**config.mk**
```make
export PLATFORM = sky130hd
export DESIGN_NAME = tsync_node
export DESIGN_NICKNAME = d
export VERILOG_FILES = /design/src/rtl/tsync_pkg.sv /design/src/rtl/tsync_sat_ctr.sv /design/src/rtl/tsync_link.sv /design/src/rtl/tsync_node.sv
export SDC_FILE = /design/constraint.sdc
export NUM_CORES = 1
export LEC_CHECK = 0
export BUFFER_PORTS_ARGS = -buffer_cell sky130_fd_sc_hd__buf_2
export CAP_MARGIN = 30
export CORE_MARGIN = 2
export CORE_UTILIZATION = 57
export CTS_CLUSTER_DIAMETER = 150
export DETAILED_ROUTE_END_ITERATION = 7
export PLACE_DENSITY = 0.82
export SLEW_MARGIN = 5
export SYNTH_ARGS = -nofsm -noshare
export SYNTH_HDL_FRONTEND = slang
export SYNTH_SLANG_ARGS = --single-unit
```
**constraint.sdc**
```tcl
create_clock -name clk -period 4 [get_ports clk]
set_input_delay 1.2 -clock clk [delete_from_list [all_inputs] [get_ports clk]]
set_output_delay 1.2 -clock clk [all_outputs]
set_load 0.005 [all_outputs]
```
**src/rtl/tsync_pkg.sv**
```systemverilog
package tsync_pkg;

  typedef enum logic [1:0] {
    OP_SEND_REQ = 2'b00,
    OP_WAIT_REQ = 2'b01,
    OP_SEND_ACK = 2'b10,
    OP_WAIT_ACK = 2'b11
  } sync_op_e;

  // Next value of a counter bounded to [0, limit].
  function automatic logic [31:0] sat_step(input logic [31:0] cur, input logic up,
                                           input logic down, input logic [31:0] limit);
    logic [31:0] nxt;
    nxt = cur;
    if (up && !down) nxt = (cur >= limit) ? limit : cur + 32'd1;
    else if (down && !up) nxt = (cur == 32'd0) ? 32'd0 : cur - 32'd1;
    return nxt;
  endfunction

  function automatic logic [31:0] clamp_to(input logic [31:0] val, input logic [31:0] limit);
    return (val > limit) ? limit : val;
  endfunction

endpackage

```
**src/rtl/tsync_sat_ctr.sv**
```systemverilog
module tsync_sat_ctr #(
  parameter int DEPTH   = 4,
  parameter int W       = 3,
  parameter int RST_VAL = 0
) (
  input  logic         clk,
  input  logic         rst_n,
  input  logic         load,
  input  logic [W-1:0] load_val,
  input  logic         inc,
  input  logic         dec,
  output logic [W-1:0] cnt,
  output logic         empty
);
  import tsync_pkg::*;

  localparam logic [31:0] LIMIT = 32'(DEPTH);

  always_ff @(posedge clk) begin
    if (!rst_n)    cnt <= W'(RST_VAL);
    else if (load) cnt <= W'(clamp_to(32'(load_val), LIMIT));
    else           cnt <= W'(sat_step(32'(cnt), inc, dec, LIMIT));
  end

  assign empty = (cnt == '0);
endmodule

```
**src/rtl/tsync_link.sv**
```systemverilog
module tsync_link #(
  parameter int DLY = 2
) (
  input  logic clk,
  input  logic rst_n,
  input  logic tok_in,
  output logic tok_out
);
  generate
    if (DLY <= 1) begin : g_single
      logic stage;
      always_ff @(posedge clk) begin
        if (!rst_n) stage <= 1'b0;
        else        stage <= tok_in;
      end
      assign tok_out = stage;
    end else begin : g_chain
      logic [DLY-1:0] stage;
      always_ff @(posedge clk) begin
        if (!rst_n) stage <= '0;
        else        stage <= {stage[DLY-2:0], tok_in};
      end
      assign tok_out = stage[DLY-1];
    end
  endgenerate
endmodule

```
**src/rtl/tsync_node.sv**
```systemverilog
module tsync_node #(
  parameter int MAX_STAGE_DIST = 3,
  parameter int LINK_DLY       = 2,
  localparam int DEPTH         = MAX_STAGE_DIST + 1,
  localparam int CW            = $clog2(DEPTH + 1)
) (
  input  logic          clk,
  input  logic          rst_n,
  input  logic          op_valid,
  input  logic [1:0]    op_code,
  output logic          op_stall,
  output logic          req_tok_out,
  output logic          ack_tok_out,
  input  logic          req_tok_in,
  input  logic          ack_tok_in,
  input  logic          load_en,
  input  logic [CW-1:0] load_credit,
  input  logic [CW-1:0] load_req,
  input  logic [CW-1:0] load_ack,
  output logic          err_no_credit
);
  import tsync_pkg::*;

  // Named internal events
  logic          op_go;
  logic          is_send_req, is_wait_req, is_send_ack, is_wait_ack;
  logic          req_empty, ack_empty, credit_empty;
  logic          wait_req_done, wait_ack_done;
  logic          wait_blocked;
  logic          req_launch, ack_launch, send_dry;
  logic [CW-1:0] req_cnt, ack_cnt, credit_cnt;

  assign op_go       = op_valid && !load_en;
  assign is_send_req = (sync_op_e'(op_code) == OP_SEND_REQ);
  assign is_wait_req = (sync_op_e'(op_code) == OP_WAIT_REQ);
  assign is_send_ack = (sync_op_e'(op_code) == OP_SEND_ACK);
  assign is_wait_ack = (sync_op_e'(op_code) == OP_WAIT_ACK);

  assign wait_blocked  = (is_wait_req && req_empty) || (is_wait_ack && ack_empty);
  assign wait_req_done = op_go && is_wait_req && !req_empty;
  assign wait_ack_done = op_go && is_wait_ack && !ack_empty;
  assign req_launch    = op_go && is_send_req && !credit_empty;
  assign send_dry      = op_go && is_send_req && credit_empty;
  assign ack_launch    = op_go && is_send_ack;

  assign op_stall = op_valid && (load_en || wait_blocked);

  tsync_sat_ctr #(.DEPTH(DEPTH), .W(CW), .RST_VAL(0)) u_req_ctr (
    .clk(clk), .rst_n(rst_n), .load(load_en), .load_val(load_req),
    .inc(req_tok_in), .dec(wait_req_done), .cnt(req_cnt), .empty(req_empty)
  );

  tsync_sat_ctr #(.DEPTH(DEPTH), .W(CW), .RST_VAL(0)) u_ack_ctr (
    .clk(clk), .rst_n(rst_n), .load(load_en), .load_val(load_ack),
    .inc(ack_tok_in), .dec(wait_ack_done), .cnt(ack_cnt), .empty(ack_empty)
  );

  tsync_sat_ctr #(.DEPTH(DEPTH), .W(CW), .RST_VAL(DEPTH)) u_credit_ctr (
    .clk(clk), .rst_n(rst_n), .load(load_en), .load_val(load_credit),
    .inc(ack_tok_in), .dec(req_launch), .cnt(credit_cnt), .empty(credit_empty)
  );

  tsync_link #(.DLY(LINK_DLY)) u_req_link (
    .clk(clk), .rst_n(rst_n), .tok_in(req_launch), .tok_out(req_tok_out)
  );

  tsync_link #(.DLY(LINK_DLY)) u_ack_link (
    .clk(clk), .rst_n(rst_n), .tok_in(ack_launch), .tok_out(ack_tok_out)
  );

  always_ff @(posedge clk) begin
    if (!rst_n)        err_no_credit <= 1'b0;
    else if (load_en)  err_no_credit <= 1'b0;
    else if (send_dry) err_no_credit <= 1'b1;
  end
endmodule

```
==> metrics.md <==
| Metric | Value |
|---|---|
| CTS tree | `built` |
| Sink Count | `14` |
| Worst Path Class, Setup | `in -> out` |
| # IOs | `21` |
| Synth area leaders | `dfxtp_1, ha_1, nand2b_1` |
| Cell mode on critical path | `buf_2` |
| Crit path max fanout | `24` |
| Register area share after synthesis | `a little over a quarter` |
| Peak supply drop | `around 180 uV` |
| Final min period | `between 3 and 4 ns` |
| Final non-filler cell total | `around 170` |
| Via count | `1006` |
| Post CTS Setup Buffer Count | `0` |
| Power Internal | `between 0.2 and 0.25 mW` |
| Relative slew margins | `67.8%` |
| Routability congestion estimate | `slightly below 0.9` |
| Final Max Slew Viols | `0` |
| Port Buffers | `20` |
| Placed cells | `~160` |
| Initial antenna violation count | `0` |
| Floorplan die width | `between 40 and 50 um` |
| Post-Synthesis Cells | `125` |
| Overall Power | `~0.34 mW` |
| Nets | `168` |
| Switching power | `~0.10 mW` |
| Worst skew pair latency | `~0.29 ns` |
| Pwr per Cell Area | `roughly 290 nW/um^2` |
| Cells along the critical path | `buf_2, a21oi_1, nor2b_1, buf_2` |
| WL final | `roughly 2300 um` |
| Worst slew pin tran | `roughly 0.48 ns` |
| Post-route ant nets | `0` |
| Largest net degree at the start of global routing | `25` |
| Via density | `6.06` |
| Crit-path max cell delay | `0.34 ns` |
| First-pass iteration count of the detailed router | `4` |
| RSZ-0062 raised after global routing | `false` |
| Max Clock Skew | `0.00700 ns` |
| Ys async rst share | `0%` |
| Clk slew on worst S/H paths | `roughly 0.080 ns` |
| Flop pwr share | `around 45%` |
| Pleak | `about 0.48 nW` |
| DR WL/cell | `about 14 um` |
| Critical path arrival | `between 1.5 and 2 ns` |
| Final-report hold violation count | `0` |
| Syn_area_per_cell | `around 8.3 um^2` |
| Hold crit path type | `reg -> reg` |
| Syn Nets | `151` |
| Vias in the first global route | `approximately 960` |
| GRT overflow | `0` |
| Most common library cells after synthesis | `dfxtp_1, nand2b_1, a31oi_1, ha_1, inv_1` |
| Setup Viol. Count Final | `0` |
| Total CTS buffers | `3` |
| CP Buf/Inv Count | `2` |
| Htree depth | `1` |
| Post-CTS Hold Buffers | `0` |
| Starting density of the core | `between 60% and 70%` |
| 1st-iter DRT viols | `11` |
| Unique masters post-synth | `38` |
| Post-synth top area cell | `dfxtp_1` |
| Final HPWL DP | `roughly 1700 um` |
| Crit start category | `input pin` |
| FF+latch count, synth | `14` |
| Count leader, synth | `dfxtp_1` |
| Status | `completed` |
| WP data required | `around 2.8 ns` |
| DR DRC count | `0` |
| Period utilization | `approximately three quarters` |
| EDFF count, synth | `0` |
| CTS Root Cell | `clkbuf_4` |
| Core box area | `around 1700 um^2` |
| P&R area growth vs syn | `13.1%` |
| Die Y | `around 47 um` |
| Share of post-route cells with drive strength above 1 | `19.9%` |
| Share of the synthesized area in the top cell type | `27.0%` |
| Total track usage | `24.8%` |
| # fillers | `around 160` |
| Clock power frac | `a little under a third` |
| Sequential cell area | `280 um^2` |
| Mapped Area | `~1000 um^2` |
| Max Cap Viol | `0` |
| Slowest cell on crit path | `buf_2` |
| Synth Flop Type | `dfxtp_1` |
| Max frequency | `~330 MHz` |
| Setup TNS | `0 ns` |
| Row Count | `15` |
| Ys Warns | `0` |
| Net Sw Frac | `a little under a third` |
| DIE AREA | `between 2000 and 2500 um^2` |
| Clk buf depth | `2` |
| Crit path max-delay family | `buffers and inverters` |
| CTS resizes | `0` |
| CP Capture Type | `primary output` |
| First-pass GRT wire length | `just under 4000 um` |
| Gate power share | `24.9%` |
| Diodes inserted | `0` |
| Multi-input gate area | `roughly 690 um^2` |
## worst paths after layout
| path | start | end | slack [ns] | cells past startpoint |
|---|---|---|---|---|
| max | load_en | op_stall | 0.96 | 4 |
| min | u_req_link.g_chain.stage[0] | u_req_link.g_chain.stage[1] | 0.44 | 1 |
| max reg2reg | u_credit_ctr.cnt[0] | u_credit_ctr.cnt[2] | 2.13 | 6 |
| min reg2reg | u_req_link.g_chain.stage[0] | u_req_link.g_chain.stage[1] | 0.44 | 1 |
## metrics by stage
step                util (%)  hold WS, ns  instance area (um^2)  setup slack, ns
floorplan                  -        0.412                  1040             1.15
global placement        65.9        0.412                  1140            0.979
detailed placement      65.9        0.428                  1140            0.960
CTS                     68.0        0.449                  1170            0.961
global route            68.0        0.474                  1170            0.879
finish                  68.0        0.443                  1170            0.956
## worst register-to-register path, stage by stage (launching register included)
cell and delay (ns):
dfxtp_1 0.34, inv_1 0.11, ha_1 0.20, nor2b_1 0.43
nor3_1 0.15, or3_4 0.41, o221ai_2 0.16
## registers in the layout, indices dropped and copies added (netlist names)
| signal | count |
|---|---|
| u_ack_ctr.cnt | 3 |
| u_credit_ctr.cnt | 3 |
| u_req_ctr.cnt | 3 |
| u_ack_link.g_chain.stage | 2 |
| u_req_link.g_chain.stage | 2 |
| err_no_credit | 1 |
## routing by layer
layer  share of wire (%)  up-vias  global-route usage (%)
li1                    -      507                       -
met1                  44      465                    27.3
met2                  50       30                    45.8
met3                 4.7        4                    3.53
met4                 1.7        0                    11.7
met5                   0        -                       0
## area by class of cell
cell class,count,area share [%]
inverter,9,2.88
multi-input combinational,94,59.0
timing repair buffer,20,8.53
clock buffer,4,3.09
tap,25,2.67
sequential,14,23.9
## power by group through the flow
stage	sequential [mW]	clock (mW)	combinational (mW)
after floorplan	0.156	0	0.0617
after global placement	0.158	0	0.0803
after detailed placement	0.158	0	0.0846
after CTS	0.155	0.106	0.0854
after global routing	0.156	0.114	0.0962
final	0.155	0.104	0.0856
## placed cells by master, fill, tap and decap left out, drive strengths merged, types with 2 or more instances in the layout
cell type,instances
clkbuf,4
dfxtp,14
a31oi,9
buf,20
o21a,3
nand3,6
or4,2
nor4,2
or3,3
nor2,3
ha,9
o21ai,5
o2111ai,2
o41ai,6
a311o,2
nor3b,2
a21oi,3
nand3b,2
inv,9
nand2b,10
nor2b,5
nor3,4
nand2,2
and2,2
## cell families (layout without fill, tap and decap cells)
| kind of cell | count (synthesis) | after routing | synth area share [%] |
|---|---|---|---|
| and+or+nand+nor | 49 | 49 | 29.7 |
| adders and majority gates | 9 | 9 | 10.9 |
| AOI/OAI and AO/OA | 35 | 35 | 25.2 |
| buffers and inverters | 17 | 33 | 6.27 |
| DFF | 14 | 14 | 27.0 |
| muxes | 1 | 1 | 0.965 |
(Power assumes the default switching activity.)
